File: src/rtl/irq_status_pkg.sv
package irq_status_pkg;
  localparam int unsigned EXT_LINES = 7;
  localparam int unsigned WORD_W    = 2 * EXT_LINES + 2;

  typedef logic [EXT_LINES-1:0] ext_vec_t;
  typedef logic [WORD_W-1:0]    word_t;

  // Bit positions software decodes in the status word
  localparam int unsigned TMR_BIT      = WORD_W - 1;
  localparam int unsigned EXT_STAT_LSB = EXT_LINES + 1;
  localparam int unsigned SER_BIT      = EXT_LINES;
  localparam int unsigned IDLE_LSB     = 0;
endpackage

File: src/rtl/irq_pin_sync.sv
module irq_pin_sync #(
  parameter int unsigned N      = 7,
  parameter int unsigned STAGES = 2
) (
  input  logic         clk,
  input  logic [N-1:0] pin_async,
  output logic [N-1:0] pin_sync
);
  localparam int unsigned LAST = STAGES - 1;

  logic [N-1:0] stage_q [STAGES];

  // No reset: the chain must run while reset is held so idle levels settle
  always_ff @(posedge clk) begin
    stage_q[0] <= pin_async;
  end

  for (genvar s = 1; s < STAGES; s++) begin : g_stage
    always_ff @(posedge clk) begin
      stage_q[s] <= stage_q[s-1];
    end
  end

  assign pin_sync = stage_q[LAST];
endmodule

File: src/rtl/irq_polarity.sv
module irq_polarity #(
  parameter int unsigned N = 7
) (
  input  logic         clk,
  input  logic         rst_n,
  input  logic [N-1:0] lvl_sync,
  input  logic [N-1:0] line_en,
  output logic [N-1:0] idle_lvl,
  output logic [N-1:0] active
);
  logic [N-1:0] idle_q;

  // Track the pin while in reset; freeze on release
  always_ff @(posedge clk) begin
    if (!rst_n) idle_q <= lvl_sync;
  end

  for (genvar i = 0; i < N; i++) begin : g_line
    always_comb begin
      active[i] = line_en[i] & (lvl_sync[i] ^ idle_q[i]);
    end
  end

  assign idle_lvl = idle_q;

  // idle levels frozen outside reset
  p_idle_hold_r2: assert property (@(posedge clk) disable iff (!rst_n)
    $past(rst_n) |-> $stable(idle_q));
endmodule

File: src/rtl/irq_status_reg.sv
module irq_status_reg
  import irq_status_pkg::*;
(
  input  logic     clk,
  input  logic     rst_n,
  input  logic     rd_stb,
  input  logic     wr_stb,
  input  word_t    wr_data,
  input  ext_vec_t ext_active,
  input  ext_vec_t idle_lvl,
  input  logic     tmr_irq,
  input  logic     ser_irq,
  output word_t    rd_data
);
  word_t status_w;
  word_t rd_q;
  logic  wr_seen;

  always_comb begin
    status_w = '0;
    status_w[TMR_BIT]                            = tmr_irq;
    status_w[EXT_STAT_LSB +: EXT_LINES]          = ext_active;
    status_w[SER_BIT]                            = ser_irq;
    status_w[IDLE_LSB +: EXT_LINES]              = idle_lvl;
  end

  // Writes are decoded only to be dropped
  assign wr_seen = wr_stb & |{wr_data, 1'b1};

  always_ff @(posedge clk) begin
    if (!rst_n)      rd_q <= '0;
    else if (rd_stb) rd_q <= status_w;
  end

  assign rd_data = rd_q;

  // idle field of a read matches the stored idle levels
  p_idle_field_r3: assert property (@(posedge clk) disable iff (!rst_n)
    rd_stb |=> (rd_q[IDLE_LSB +: EXT_LINES] == idle_lvl));
  // internal sources reported as sampled
  p_internal_src_r6: assert property (@(posedge clk) disable iff (!rst_n)
    rd_stb |=> (rd_q[TMR_BIT] == $past(tmr_irq)) && (rd_q[SER_BIT] == $past(ser_irq)));
  // data holds without a read strobe
  p_read_hold_r7: assert property (@(posedge clk) disable iff (!rst_n)
    (!rd_stb && rst_n) |=> $stable(rd_q));
  // a write alone leaves read data untouched
  p_write_ignored_r8: assert property (@(posedge clk) disable iff (!rst_n)
    (wr_seen && !rd_stb && rst_n) |=> $stable(rd_q));
  // reset clears the read data
  p_reset_clear_r9: assert property (@(posedge clk)
    !rst_n |=> (rd_q == '0));
endmodule

File: src/rtl/irq_status_top.sv
module irq_status_top
  import irq_status_pkg::*;
#(
  parameter int unsigned SYNC_STAGES = 2
) (
  input  logic        clk,
  input  logic        rst_n,
  input  logic [6:0]  irq_pin,
  input  logic [6:0]  irq_en,
  input  logic        tmr_irq,
  input  logic        ser_irq,
  input  logic        rd_stb,
  input  logic        wr_stb,
  input  logic [15:0] wr_data,
  output logic [15:0] rd_data
);
  ext_vec_t pin_sync;
  ext_vec_t idle_lvl;
  ext_vec_t ext_active;

  irq_pin_sync #(.N(EXT_LINES), .STAGES(SYNC_STAGES)) u_sync (
    .clk      (clk),
    .pin_async(irq_pin),
    .pin_sync (pin_sync)
  );

  irq_polarity #(.N(EXT_LINES)) u_pol (
    .clk     (clk),
    .rst_n   (rst_n),
    .lvl_sync(pin_sync),
    .line_en (irq_en),
    .idle_lvl(idle_lvl),
    .active  (ext_active)
  );

  irq_status_reg u_reg (
    .clk       (clk),
    .rst_n     (rst_n),
    .rd_stb    (rd_stb),
    .wr_stb    (wr_stb),
    .wr_data   (wr_data),
    .ext_active(ext_active),
    .idle_lvl  (idle_lvl),
    .tmr_irq   (tmr_irq),
    .ser_irq   (ser_irq),
    .rd_data   (rd_data)
  );

  // disabled lines never read as set
  p_disabled_zero_r5: assert property (@(posedge clk) disable iff (!rst_n)
    rd_stb |=> ((rd_data[EXT_STAT_LSB +: EXT_LINES] & ~$past(irq_en)) == '0));
  // a line at its idle level never reads as set
  p_idle_not_active_r4: assert property (@(posedge clk) disable iff (!rst_n)
    rd_stb |=> ((rd_data[EXT_STAT_LSB +: EXT_LINES] & ~($past(pin_sync) ^ idle_lvl)) == '0));
endmodule

File: config.mk
export PLATFORM = sky130hd
export DESIGN_NAME = irq_status_top
export DESIGN_NICKNAME = d
export VERILOG_FILES = /design/src/rtl/irq_status_pkg.sv /design/src/rtl/irq_pin_sync.sv /design/src/rtl/irq_polarity.sv /design/src/rtl/irq_status_reg.sv /design/src/rtl/irq_status_top.sv
export SDC_FILE = /design/constraint.sdc
export NUM_CORES = 1
export LEC_CHECK = 0
export ABC_AREA = 1
export CORE_MARGIN = 1
export CORE_UTILIZATION = 42
export DETAILED_ROUTE_END_ITERATION = 12
export PLACE_DENSITY = 0.88
export SYNTH_ARGS = -nofsm -noshare
export SYNTH_HDL_FRONTEND = slang
export SYNTH_HIERARCHICAL = 1
export SYNTH_SLANG_ARGS = --single-unit
File: constraint.sdc
create_clock -name clk -period 0.9 [get_ports clk]
set_input_delay 0.18 -clock clk [delete_from_list [all_inputs] [get_ports clk]]
set_output_delay 0.18 -clock clk [all_outputs]
set_load 0.02 [all_outputs]
==> results of run 1 <==
-- what timing repair did --
action | CTS | global route
hold buffers | 0 | 0
hold endpoints to repair | 0 | 0
buffers inserted | 1 | 2
pin swaps | 0 | 0
setup endpoints to repair | 23 | 23
resized for setup | 112 | 0
-- where the power goes --
group / internal (uW) / switching, uW
Clock: 591 / 532
Combinational: 250 / 207
Sequential: 1800 / 61.3
-- cell type report --
cell class | count | area (sq um) | share of cell area (%)
Tap cell | 44 | 55.05 | 3.020
Clock inverter | 2 | 38.79 | 2.128
Timing Repair Buffer | 43 | 440.4 | 24.16
Multi-Input combinational cell | 92 | 352.8 | 19.35
Clock buffer | 6 | 41.29 | 2.265
Inverter | 17 | 63.81 | 3.500
Sequential cell | 37 | 830.8 | 45.57
-- layer usage --
metal	global-route usage [%]	wire length, um
met1	14.35	933
met2	23.32	1109
met3	4.688	101
met4	12.24	61
met5	0	0
-- state kept, by name (all words and copies together) (netlist names) --
signal,count
u_sync/stage_q,14
u_pol/idle_lvl,7
u_reg/rd_data,16
-- cell families after synthesis --
kind of cell,Yosys count
buffers and inverters,29
flip-flops,37
AND/OR/NAND/NOR,92
-- through the flow --
stage	instances	instance area, sq um	util, %	TNS (ns)
2_1_floorplan	158	1326	-	0
4_1_cts	239	1808	59.71	-1.682
3_5_place_dp	230	1680	55.50	-8.962
3_3_place_gp	230	1680	55.50	-8.407
6_report	241	1823	60.21	-1.329
5_1_grt	241	1823	60.21	-2.769
-- cells in the mapped netlist, drive strengths merged --
library cell  instances  area share (%)
edfxtp                7              16
inv                  17             4.8
nand2                46              13
buf                  11             7.1
nor2                 46              14
clkbuf                1            0.38
dfxtp                30              45
-- placed cells by master (no fill, tap or decap) --
cell type,instances
inv_1,17
buf_4,8
nand2_1,46
clkbuf_1,1
buf_6,16
nor2_1,43
edfxtp_1,7
clkbuf_4,5
bufinv_16,1
nor2_2,3
dfxtp_1,14
dfxtp_2,16
buf_12,1
clkdlybuf4s50_1,18
clkinv_4,1
-- worst min path at each step --
| stage | slack [ns] | start | cells after the start | end |
|---|---|---|---|---|
| 2_1_floorplan | 0.21 | irq_pin[0] | 0 | u_sync/stage_q[0][0]$_DFF_P_ |
| 3_3_place_gp | 0.31 | u_sync/stage_q[0][2]$_DFF_P_ | 0 | u_sync/stage_q[0][9]$_DFF_P_ |
| 3_5_place_dp | 0.31 | u_sync/stage_q[0][1]$_DFF_P_ | 0 | u_sync/stage_q[0][8]$_DFF_P_ |
| 4_1_cts | 0.26 | irq_pin[5] | 1 | u_sync/stage_q[0][5]$_DFF_P_ |
| 5_1_grt | 0.24 | irq_pin[0] | 1 | u_sync/stage_q[0][0]$_DFF_P_ |
| 6_report | 0.27 | irq_pin[1] | 1 | u_sync/stage_q[0][1]$_DFF_P_ |
==> flow_metrics.py, run 1 <==
metrics = {
    "clock_network": {
        "cts_root_buffer": "clkbuf_4",
        "cts_tree": "yes",
        "clock-sinks": 37,
        "clockBufferDepth": 2,
        "clk_latency_ns": 0.34,
        "h-tree-depth": 2,
        "cts_made_buffers": 5,
        "cts.clk_slew.worst_paths_ns": 0.11,
    },
    "worst_setup_path": {
        "r2r_slack_ns": -0.03,
        "required_ns": 0.72,
        "cpMaxStageDelayCell": "dfxtp_2",
        "path_delay_family": "flip-flops",
        "worstPathCellList": "buf_6",
        "critical_path_arrival_ns": 0.81,
        "timing.rr.end": "u_reg/rd_data[8]$_SDFFE_PN0P_",
        "critPathCaptureType": "output pin",
        "crit_end": "rd_data[1]",
        "cp_num_buf_inv": 1,
        "cp-startpoint": "u_reg/rd_data[1]$_SDFFE_PN0P_",
        "critPathMaxFanout": 2,
        "max_stage_delay_ns": 0.36,
        "r2r_start": "u_pol/idle_lvl[0]$_DFFE_PN_",
        "crit_path_start_kind": "flip-flop",
        "critical_path_class": "reg2out",
        "cp_num_cells": 1,
        "worst-r2r-cell-count": 7,
    },
    "yosys": {
        "yosys_warnings": 6,
        "syn-num-nets": 194,
        "synth_top_family_by_area": "simple AND/OR/NAND/NOR gates",
        "ys_seq_elements": 37,
        "syn_inst": 158,
        "synth-simple-area-share_pct": 26.60,
        "syn_area_sq_um": 1326,
        "ys_seq_area_share_pct": 61.13,
        "synth_compound_area_share_pct": 0,
        "synth-adder-area-share_pct": 0,
        "syn_avg_cell_area_sq_um": 8.394,
        "synth_xor_xnor_area_share_pct": 0,
        "synth_cell_types": 9,
        "synthMuxAreaShare_pct": 0,
    },
    "run": {
        "cap_violations": 0,
    },
    "global_route": {
        "antenna_found_initial": 0,
        "grt_max_degree": 33,
        "overflow": 0,
        "grt_usage_pct": 14.16,
        "grt_pass1_wl_um": 3339,
        "grt_pass1_vias": 849,
    },
    "floorplan": {
        "die_h_um": 58.20,
        "die-area_sq_um": 3387,
        "rows": 20,
        "ioPinCount": 52,
        "fp.dieW_um": 58.20,
        "core_area_sq_um": 3028,
        "initial_core_util_pct": 43.80,
    },
    "sta": {
        "whs_ns": 0.2715,
        "hold_violations": 0,
        "fin_crit_ns": 0.9854,
        "maxSlewViolCount": 0,
        "slew_headroom_pct": 83.21,
        "setup_viol": 23,
        "tightestPinTransition_ns": 0.2516,
        "clock_skew_ns": 0.008557,
        "rsz0062_at_grt": "true",
        "setup_ws_ns": -0.08538,
        "fmax_mhz": 1015,
        "finalCritPeriodShare_pct": 109.5,
    },
    "power": {
        "p_total_uw": 3441,
        "p_per_area_nw_per_um2": 1887,
        "p_leak_uw": 0.0008786,
        "vdd_drop_max_mv": 1.176,
    },
    "run_status": {
        "violations": "negative setup slack",
        "status": "finished with violations",
    },
    "drt": {
        "wl_um": 2204,
        "drt-pass1-iter-count": 3,
        "vias": 999,
        "post_drt_via_cell_ratio": 4.145,
        "drt_iter0_drc": 32,
        "drc": 0,
        "drtAntennaViolNets": 0,
        "wl_per_cell_um": 9.145,
    },
    "layout": {
        "diodes": 0,
        "area_delta_synth_final_pct": 37.45,
        "final_nets": 232,
        "fillerInstances": 281,
        "final_layout_size_suffix_gt1_share_pct": 25.89,
    },
    "place": {
        "gp_congestion": 0.7188,
        "dp_slack_ns": -0.2906,
        "io_buffers": 34,
        "hpwl_um": 1544,
    },
    "min_path": {
        "holdCritPathClass": "in2reg",
    },
}
Power figures use the tool's default switching activity.
==> run 2: changes to the inputs <==
--- a/config.mk
+++ b/config.mk
@@ -8,6 +8,7 @@
 export ABC_AREA = 1
 export CORE_MARGIN = 1
 export CORE_UTILIZATION = 42
+export CTS_CLUSTER_DIAMETER = 150
 export DETAILED_ROUTE_END_ITERATION = 12
 export PLACE_DENSITY = 0.88
 export SYNTH_ARGS = -nofsm -noshare
==> results of run 2 <==
The final DEF is identical to that of run 1; final timing and power are the same.
==> run 3: changes to the inputs <==
--- a/config.mk
+++ b/config.mk
@@ -7,10 +7,10 @@
 export LEC_CHECK = 0
 export ABC_AREA = 1
 export CORE_MARGIN = 1
-export CORE_UTILIZATION = 42
+export CORE_UTILIZATION = 33
 export CTS_CLUSTER_DIAMETER = 150
 export DETAILED_ROUTE_END_ITERATION = 12
-export PLACE_DENSITY = 0.88
+export PLACE_DENSITY = 0.73
 export SYNTH_ARGS = -nofsm -noshare
 export SYNTH_HDL_FRONTEND = slang
 export SYNTH_HIERARCHICAL = 1
==> flow_metrics.py, run 3 (synthesis gave the netlist of run 1 again) <==
metrics = {
    "run_status": {
        "status": "finished with violations",
        "violations": "negative setup slack",
    },
    "place": {
        "hpwl_um": 1388,
        "gp_congestion": 0.6756,
        "io_buffers": 34,
        "postPlaceCellArea_sq_um": 1655,
    },
    "drt": {
        "drt_iter0_drc": 26,
        "wl_per_cell_um": 8.889,
        "drc": 0,
        "drt-pass1-iter-count": 4,
        "drtAntennaViolNets": 0,
        "wl_um": 2160,
        "vias": 967,
        "post_drt_via_cell_ratio": 3.979,
    },
    "run": {
        "cap_violations": 0,
    },
    "worst_setup_path": {
        "critPathMaxFanout": 2,
        "critical_path_arrival_ns": 0.74,
        "required_ns": 0.72,
        "worstPathCellList": "buf_6",
        "path_delay_family": "flip-flops",
        "critPathCaptureType": "output pin",
        "r2r_slack_ns": 0.01,
        "crit_path_start_kind": "flip-flop",
        "critical_path_class": "reg2out",
        "max_stage_delay_ns": 0.34,
        "cp_num_buf_inv": 1,
        "cpMaxStageDelayCell": "dfxtp_2",
    },
    "floorplan": {
        "rows": 22,
        "die-area_sq_um": 4277,
        "initial_core_util_pct": 35.43,
        "ioPinCount": 52,
        "fp.dieW_um": 65.40,
        "die_h_um": 65.40,
        "core_area_sq_um": 3744,
    },
    "clock_network": {
        "cts_tree": "yes",
        "cts_hold_buf": 0,
        "clockBufferDepth": 2,
        "clock-sinks": 37,
        "cts_made_buffers": 5,
        "cts_root_buffer": "clkbuf_8",
        "clk_latency_ns": 0.28,
        "h-tree-depth": 2,
        "cts.clk_slew.worst_paths_ns": 0.06,
    },
    "sta": {
        "fmax_mhz": 1089,
        "rsz0062_at_grt": "true",
        "fin_crit_ns": 0.9180,
        "slew_headroom_pct": 82.97,
        "finalCritPeriodShare_pct": 102.0,
        "clock_skew_ns": 0.002958,
        "setup_ws_ns": -0.01802,
        "tightestPinTransition_ns": 0.2551,
        "timing.setup.tns_ns": -0.1588,
        "hold_violations": 0,
        "setup_viol": 16,
        "maxSlewViolCount": 0,
    },
    "power": {
        "p_total_uw": 3440,
        "p_per_area_nw_per_um2": 1860,
        "p_leak_uw": 0.0008917,
        "vdd_drop_max_mv": 1.101,
    },
    "global_route": {
        "grt_pass1_wl_um": 3519,
        "overflow": 0,
        "grt_max_degree": 33,
        "grt_usage_pct": 11.70,
        "grt_pass1_vias": 840,
        "antenna_found_initial": 0,
    },
    "layout": {
        "largest_register_ffs": 16,
        "layout_common_cells": "nand2_1, nor2_1, clkdlybuf4s50_1, inv_1",
        "final_area_sq_um": 1849,
        "diodes": 0,
        "area_delta_synth_final_pct": 39.43,
        "final_core_util_pct": 49.40,
        "final_common_cell": "nand2_1",
        "final_nets": 231,
        "final_layout_size_suffix_gt1_share_pct": 25.64,
    },
    "min_path": {
        "holdCritPathClass": "reg2reg",
    },
}
-- run 3: cell count changes in the layout (fill, tap and decap cells not counted) --
cell	previous run	this run
clkbuf_4	5	0
clkdlybuf4s50_1	18	17
nor2_2	3	4
dlymetal6s2s_1	0	1
bufinv_16	1	0
clkinv_4	1	0
buf_4	8	6
clkbuf_16	0	1
clkbuf_8	0	6
nor2_1	43	42
-- run 3: repair_timing --
item                                    in CTS  in global routing
cloned                                       0                  1
setup buffers                                2                  3
endpoints found under the setup margin      17                 25
resized for setup                          112                  2
-- run 3: cell type report --
| type | count | area [sq um] |
|---|---|---|
| Inverter | 17 | 63.81 |
| Timing Repair Buffer | 42 | 452.9 |
| Tap cell | 48 | 60.06 |
| Fill cell | 369 | 1894 |
| Clock buffer | 7 | 86.33 |
| Multi-Input combinational cell | 92 | 355.3 |
| Sequential cell | 37 | 830.8 |
-- run 3: metal layers --
metal,vias up,track usage (%),wire (um)
li1,525,-,-
met1,411,13.18,1014
met2,27,17.14,966
met3,4,6.250,143
met4,0,7.337,37
met5,-,0,0
-- run 3: power by group --
group | switching (uW) | internal [uW]
sequential | 60.2 | 1800
clock | 514 | 606
combinational | 205 | 253
-- run 3: per-stage QoR --
stage,cells,hold WS (ns),worst slack (ns)
CTS,239,0.3239,-0.03445
detailed placement,230,0.3121,-0.2841
global placement,230,0.3099,-0.2574
global route,243,0.3216,-0.1407
finish,243,0.3228,-0.01802
floorplan,158,0.2077,0.09126
-- run 3: path summary, 6_finish.rpt --
kind,start,to,cells past startpoint
max,u_reg/rd_data[5]$_SDFFE_PN0P_,rd_data[5],1
min reg2reg,u_sync/stage_q[0][6]$_DFF_P_,u_sync/stage_q[0][13]$_DFF_P_,0
min,u_sync/stage_q[0][6]$_DFF_P_,u_sync/stage_q[0][13]$_DFF_P_,0
max reg2reg,u_pol/idle_lvl[5]$_DFFE_PN_,u_reg/rd_data[13]$_SDFFE_PN0P_,7
